==> src/rtl/nrs_pkg.sv <==
package nrs_pkg;
    localparam int NIB_W      = 4;
    localparam int SP_W       = 8;
    localparam int PAGE_W     = 4;
    localparam int STEP_W     = 8;
    localparam int RET_CYCLES = 12;
    localparam int POP_NIBS   = 3;
    localparam int CNT_W      = $clog2(RET_CYCLES);
    localparam int IDX_W      = $clog2(POP_NIBS);

    // per-cycle strobes issued by the sequencer
    typedef struct packed {
        logic take_lo;   // capture step[3:0]
        logic take_hi;   // capture step[7:4]
        logic take_pg;   // capture page
        logic sp_adv;    // advance stack pointer past the frame
        logic skip_inc;  // add one to step
    } pop_ctl_t;

    function automatic logic [SP_W-1:0] sp_offset(input logic [SP_W-1:0] base,
                                                  input logic [IDX_W-1:0] idx);
        return base + SP_W'(idx);
    endfunction
endpackage

==> src/rtl/nrs_ctrl.sv <==
module nrs_ctrl
    import nrs_pkg::*;
(
    input  logic             clk,
    input  logic             rst,
    input  logic             start,
    input  logic             skip_sel,
    output logic             busy,
    output logic             done,
    output logic             rd_en,
    output logic [IDX_W-1:0] rd_idx,
    output pop_ctl_t         ctl
);
    localparam logic [CNT_W-1:0] LAST = CNT_W'(RET_CYCLES - 1);

    logic [CNT_W-1:0] cnt;
    logic             skip_q;

    always_ff @(posedge clk) begin
        if (rst) begin
            busy   <= 1'b0;
            cnt    <= '0;
            skip_q <= 1'b0;
        end else if (!busy) begin
            if (start) begin
                busy   <= 1'b1;
                cnt    <= '0;
                skip_q <= skip_sel;
            end
        end else if (cnt == LAST) begin
            busy <= 1'b0;
            cnt  <= '0;
        end else begin
            cnt <= cnt + CNT_W'(1);
        end
    end

    always_comb begin
        rd_en        = busy && (cnt < CNT_W'(POP_NIBS));
        rd_idx       = IDX_W'(cnt);
        ctl.take_lo  = busy && (cnt == CNT_W'(1));
        ctl.take_hi  = busy && (cnt == CNT_W'(2));
        ctl.take_pg  = busy && (cnt == CNT_W'(3));
        ctl.sp_adv   = busy && (cnt == CNT_W'(3));
        ctl.skip_inc = busy && skip_q && (cnt == CNT_W'(4));
        done         = busy && (cnt == LAST);
    end

    p_done_in_busy_r8: assert property (@(posedge clk) disable iff (rst)
        done |-> busy);
    p_done_ends_r8: assert property (@(posedge clk) disable iff (rst)
        done |=> !busy && !done);
    p_accept_r8: assert property (@(posedge clk) disable iff (rst)
        (start && !busy) |=> (busy && rd_en && !done));
    p_no_restart_r9: assert property (@(posedge clk) disable iff (rst)
        (busy && !done) |=> (busy && cnt == $past(cnt) + CNT_W'(1)));
endmodule

==> src/rtl/nrs_stack.sv <==
module nrs_stack
    import nrs_pkg::*;
#(
    parameter int ADDR_W = 12
) (
    input  logic              clk,
    input  logic              rst,
    input  logic              busy,
    input  logic              ld,
    input  logic [SP_W-1:0]   din,
    input  logic              adv,
    input  logic [IDX_W-1:0]  rd_idx,
    output logic [SP_W-1:0]   sp_q,
    output logic [ADDR_W-1:0] addr
);
    always_ff @(posedge clk) begin
        if (rst)
            sp_q <= '0;
        else if (adv)
            sp_q <= sp_q + SP_W'(POP_NIBS);
        else if (ld && !busy)
            sp_q <= din;
    end

    assign addr = ADDR_W'(sp_offset(sp_q, rd_idx));

    p_sp_plus3_r5: assert property (@(posedge clk) disable iff (rst)
        adv |=> sp_q == $past(sp_q) + SP_W'(3));
    p_sp_hold_r9: assert property (@(posedge clk) disable iff (rst)
        (busy && !adv) |=> $stable(sp_q));
endmodule

==> src/rtl/nrs_pcreg.sv <==
module nrs_pcreg
    import nrs_pkg::*;
(
    input  logic              clk,
    input  logic              rst,
    input  logic              busy,
    input  logic              ld,
    input  logic [PAGE_W-1:0] page_din,
    input  logic [STEP_W-1:0] step_din,
    input  pop_ctl_t          ctl,
    input  logic [NIB_W-1:0]  rdata,
    output logic [PAGE_W-1:0] page_q,
    output logic [STEP_W-1:0] step_q
);
    always_ff @(posedge clk) begin
        if (rst) begin
            page_q <= '0;
            step_q <= '0;
        end else if (busy) begin
            if (ctl.take_lo)  step_q[NIB_W-1:0]       <= rdata;
            if (ctl.take_hi)  step_q[STEP_W-1:NIB_W]  <= rdata;
            if (ctl.take_pg)  page_q                  <= PAGE_W'(rdata);
            if (ctl.skip_inc) step_q                  <= step_q + STEP_W'(1);
        end else if (ld) begin
            page_q <= page_din;
            step_q <= step_din;
        end
    end

    p_low_nib_r4: assert property (@(posedge clk) disable iff (rst)
        ctl.take_lo |=> step_q[NIB_W-1:0] == $past(rdata));
    p_page_nib_r4: assert property (@(posedge clk) disable iff (rst)
        ctl.take_pg |=> page_q == $past(rdata));
    p_skip_inc_r6: assert property (@(posedge clk) disable iff (rst)
        ctl.skip_inc |=> (step_q == $past(step_q) + STEP_W'(1)) && $stable(page_q));
endmodule

==> src/rtl/nib_return_seq.sv <==
module nib_return_seq
    import nrs_pkg::*;
#(
    parameter int ADDR_W = 12
) (
    input  logic              clk,
    input  logic              rst,
    input  logic              start,
    input  logic              skip_sel,
    input  logic              sp_load,
    input  logic [SP_W-1:0]   sp_din,
    input  logic              pc_load,
    input  logic [PAGE_W-1:0] page_din,
    input  logic [STEP_W-1:0] step_din,
    output logic              mem_re,
    output logic [ADDR_W-1:0] mem_addr,
    input  logic [NIB_W-1:0]  mem_rdata,
    output logic              busy,
    output logic              done,
    output logic [SP_W-1:0]   sp_q,
    output logic [PAGE_W-1:0] page_q,
    output logic [STEP_W-1:0] step_q
);
    pop_ctl_t         ctl;
    logic [IDX_W-1:0] rd_idx;

    nrs_ctrl u_ctrl (
        .clk(clk), .rst(rst), .start(start), .skip_sel(skip_sel),
        .busy(busy), .done(done), .rd_en(mem_re), .rd_idx(rd_idx), .ctl(ctl)
    );

    nrs_stack #(.ADDR_W(ADDR_W)) u_stack (
        .clk(clk), .rst(rst), .busy(busy), .ld(sp_load), .din(sp_din),
        .adv(ctl.sp_adv), .rd_idx(rd_idx), .sp_q(sp_q), .addr(mem_addr)
    );

    nrs_pcreg u_pc (
        .clk(clk), .rst(rst), .busy(busy), .ld(pc_load),
        .page_din(page_din), .step_din(step_din), .ctl(ctl),
        .rdata(mem_rdata), .page_q(page_q), .step_q(step_q)
    );

    p_read_in_busy_r3: assert property (@(posedge clk) disable iff (rst)
        mem_re |-> busy && !done);
    p_addr_step_r3: assert property (@(posedge clk) disable iff (rst)
        (mem_re && $past(mem_re)) |-> mem_addr[SP_W-1:0] == $past(mem_addr[SP_W-1:0]) + SP_W'(1));
endmodule

==> config.mk <==
export PLATFORM = sky130hd
export DESIGN_NAME = nib_return_seq
export DESIGN_NICKNAME = d
export VERILOG_FILES = /design/src/rtl/nrs_pkg.sv /design/src/rtl/nrs_ctrl.sv /design/src/rtl/nrs_stack.sv /design/src/rtl/nrs_pcreg.sv /design/src/rtl/nib_return_seq.sv
export SDC_FILE = /design/constraint.sdc
export NUM_CORES = 1
export LEC_CHECK = 0
export BUFFER_PORTS_ARGS = -buffer_cell sky130_fd_sc_hd__buf_4
export CAP_MARGIN = 20
export CORE_MARGIN = 2
export CORE_UTILIZATION = 45
export DETAILED_ROUTE_END_ITERATION = 6
export PLACE_DENSITY_LB_ADDON = 0.2
export SYNTH_ARGS = -nofsm -noshare
export SYNTH_HDL_FRONTEND = slang
export SYNTH_HIERARCHICAL = 1
export SYNTH_SLANG_ARGS = --single-unit
==> constraint.sdc <==
create_clock -name clk -period 1.8 [get_ports clk]
set_input_delay 0.27 -clock clk [delete_from_list [all_inputs] [get_ports clk]]
set_output_delay 0.27 -clock clk [all_outputs]
set_load 0.01 [all_outputs]
==> results.txt <==
Reg-to-reg critical path endpoint = u_pc/step_q[6]$_SDFFE_PP0P_
Status = finished, violations left
Post-synth ARST share = 0%
PortBufs = 60
Gr ovfl total = 0
GRT Total Usage = 21.6%
H-tree levels = 1
Hold path depth = 3
Period utilization = 105%
M3 GR Usage = 4.87%
Final antenna-violating net count = 0
CTS buffer count = 3
Post-route minimum period = 1.89 ns
Static leakage = 1.12 nW
Pwr Density = 543 nW/µm²
Seq cells post-synth = 26
GP Congestion = 0.829
Total Power = 0.00145 W
Worst setup SP type = flip-flop
Final #Nets = 333
Synth cell types = 58
Ys flop type = dfxtp_1
Vias in the first global route = 1694
Peak VDD IR = 0.000594 V
RSZ-0062 raised after global routing = true
GRT met1 Usage = 29.3%
Vias = 1934
Fmax = 0.529 GHz
Initial detailed-routing violation count = 116
Clk_lat worst skew = 0.27 ns
CTS tree = built
CTS root buf = clkbuf_8
Final Slew Violations = 0
First-pass GRT wire length = 7870 µm
Final setup viols = 3
Clock sink total = 26
# Max-Cap Violations = 0
Post-Syn Instances = 225
Hold path start = skip_sel
Post-synth EDFFs = 0
Share of cells above drive strength 1 = 44.2%
Worst endpoint required time = 1.53 ns
Worst Reg-to-Reg Cells = 10
Vias per cell = 5.65
Die height = 68.9 µm
Failing checks = negative setup slack
DP HPWL = 3630 µm
# IOs = 65
Synth-to-layout area growth = 40.5%
Core area = 4030 µm²
Post-layout worst setup margin = -0.0898 ns
Crit path DAT = 1.62 ns
Rows = 23
Pin count of the biggest net entering global routing = 28
Starting Density = 47.1%
Synth Cell Area = 1900 µm²
RR Startpoint = u_ctrl/cnt[0]$_SDFFE_PP0P_
Critical path fanouts, max = 3
Syn avg cell area = 8.44 µm²
Diodes inserted = 0
Detailed Routing Iterations Pass 1 = 4
CP Class = reg2out
Clk buf depth = 2
GRT met2 Usage = 34.7%
End of the worst hold path = u_ctrl/skip_q$_SDFFE_PP0P_
DRC = 0
Clock-pin slew on the worst setup and hold paths = 0.08 ns
Routed WL per cell = 15.5 µm
Hold crit path type = in2reg
Crit. End Element = output pin
Sequential share of the synthesized area = 27.4%
Worst Clk Skew = 0.00424 ns
Die area = 4750 µm²
Initial antenna violation count = 0
Fin. Hold Viols = 0
DIE WIDTH = 68.9 µm
Routed WL = 5300 µm
Synth warn = 6
GRT Max-Usage Layer = met2
Final core occ = 66.2%
R2R Setup Slk = 0.03 ns
==> flip-flops by register name (all words and copies together) (netlist names) <==
name           flops
u_pc/step_q        8
u_ctrl/skip_q      1
u_stack/sp_q       8
u_ctrl/busy        1
u_ctrl/cnt         4
u_pc/page_q        4
==> synthesized netlist by cell type (2+ instances only) <==
library cell | n | share of area, %
a211oi_1 | 11 | 4.4
and2_1 | 4 | 1.3
buf_2 | 2 | 0.53
nor2_2 | 2 | 0.66
dfxtp_1 | 26 | 27
o21ai_0 | 7 | 1.8
nor2_1 | 20 | 4.0
a21o_1 | 2 | 0.79
nand2_1 | 12 | 2.4
a21oi_1 | 14 | 3.7
nor2b_1 | 4 | 1.3
nand2b_1 | 5 | 1.6
nand4_1 | 3 | 0.99
mux2i_1 | 7 | 3.7
xnor2_1 | 6 | 2.8
o211ai_1 | 3 | 1.2
inv_1 | 11 | 2.2
o21ai_1 | 2 | 0.53
xor2_1 | 3 | 1.4
buf_4 | 13 | 5.1
nor3b_1 | 6 | 2.4
a221oi_1 | 2 | 0.92
nand3_1 | 8 | 2.1
o221ai_1 | 4 | 1.8
a211oi_2 | 3 | 2.0
nor3_1 | 5 | 1.3
o21bai_1 | 2 | 0.79
ha_1 | 8 | 5.3
==> per-layer routing <==
metal	up-vias	part of all wire, %
met4	0	0.11
met5	-	0
met1	922	45
li1	941	-
met3	2	6.2
met2	69	49
==> per-stage QoR <==
stage               worst slack [ns]  cell area (µm²)  cells  hold WS, ns  TNS, ns
CTS                          -0.0832             2520    339        0.233   -0.164
floorplan                    0.00183             1910    228        0.339        0
detailed placement            0.0756             2420    334        0.504        0
global placement              0.0991             2420    334        0.490        0
global route                  -0.147             2670    342        0.232   -0.590
finish                       -0.0898             2670    342        0.232   -0.190
==> logic make-up (layout without fill, tap and decap cells) <==
family,after synthesis,in the layout,share of synthesized area (%)
adders and majority gates,9,9,6.33
AOI/OAI and AO/OA,64,64,25.1
DFF,26,26,27.4
muxes,9,9,5.08
and+or+nand+nor,78,78,22.9
other,1,4,0.198
buffers and inverters,29,93,8.83
xor gates and xnor gates,9,9,4.15
==> repair_timing <==
| item | 4_1_cts | 5_1_grt |
|---|---|---|
| gates resized for setup | 16 | 33 |
| cloned | 0 | 0 |
| hold buffers | 0 | 0 |
| endpoints found under the setup margin | 4 | 25 |
| buffers inserted | 2 | 3 |
| pin swaps | 5 | 16 |
==> where the power goes <==
| group | internal, W | leakage [nW] | total [W] | switching, W |
|---|---|---|---|---|
| logic | 0.000229 | 0.878 | 0.000441 | 0.000212 |
| registers | 0.000616 | 0.217 | 0.000675 | 0.0000596 |
| clock network | 0.000150 | 0.0216 | 0.000333 | 0.000183 |
| total | 0.000994 | 1.12 | 0.00145 | 0.000454 |
==> cell usage in the layout (no fill, tap or decap), types with 5 or more instances in the layout <==
cell,Yosys,layout
buf_4,13,73
dfxtp_1,26,20
nor2_1,20,18
a21oi_1,14,13
nand2_1,12,10
a211oi_1,11,10
inv_1,11,7
nand3_1,8,7
nor3b_1,6,6
o21ai_0,7,6
mux2i_1,7,6
xnor2_1,6,6
ha_1,8,5
==> final cells by class <==
cell class | instances | area [µm²]
Tap cell | 50 | 62.6
Sequential cell | 26 | 533
Timing Repair Buffer | 79 | 628
Inverter | 11 | 43.8
Multi-Input combinational cell | 173 | 1360
Clock buffer | 3 | 41.3
Fill cell | 365 | 1360
==> worst max path at each step <==
stage / startpoint / to / slack [ns] / cells past startpoint
2_1_floorplan: u_ctrl/busy$_SDFF_PP0_ / u_stack/sp_q[3]$_SDFFE_PP0P_ / 0.002 / 8
3_3_place_gp: u_ctrl/cnt[0]$_SDFFE_PP0P_ / mem_addr[4] / 0.1 / 6
3_5_place_dp: u_ctrl/cnt[1]$_SDFFE_PP0P_ / u_pc/step_q[4]$_SDFFE_PP0P_ / 0.08 / 8
4_1_cts: u_ctrl/cnt[0]$_SDFFE_PP0P_ / mem_addr[4] / -0.08 / 6
5_1_grt: u_ctrl/cnt[0]$_SDFFE_PP0P_ / mem_addr[4] / -0.15 / 6
6_report: u_ctrl/cnt[0]$_SDFFE_PP0P_ / mem_addr[6] / -0.09 / 6
==> worst max-delay path, stage by stage (launching register included) <==
cell and delay, ns:
dfxtp_4 0.37, ha_4 0.14, inv_2 0.03, fa_2 0.39, nor2_2 0.13, xor2_1 0.15
buf_4 0.14
(Power assumes the default switching activity.)
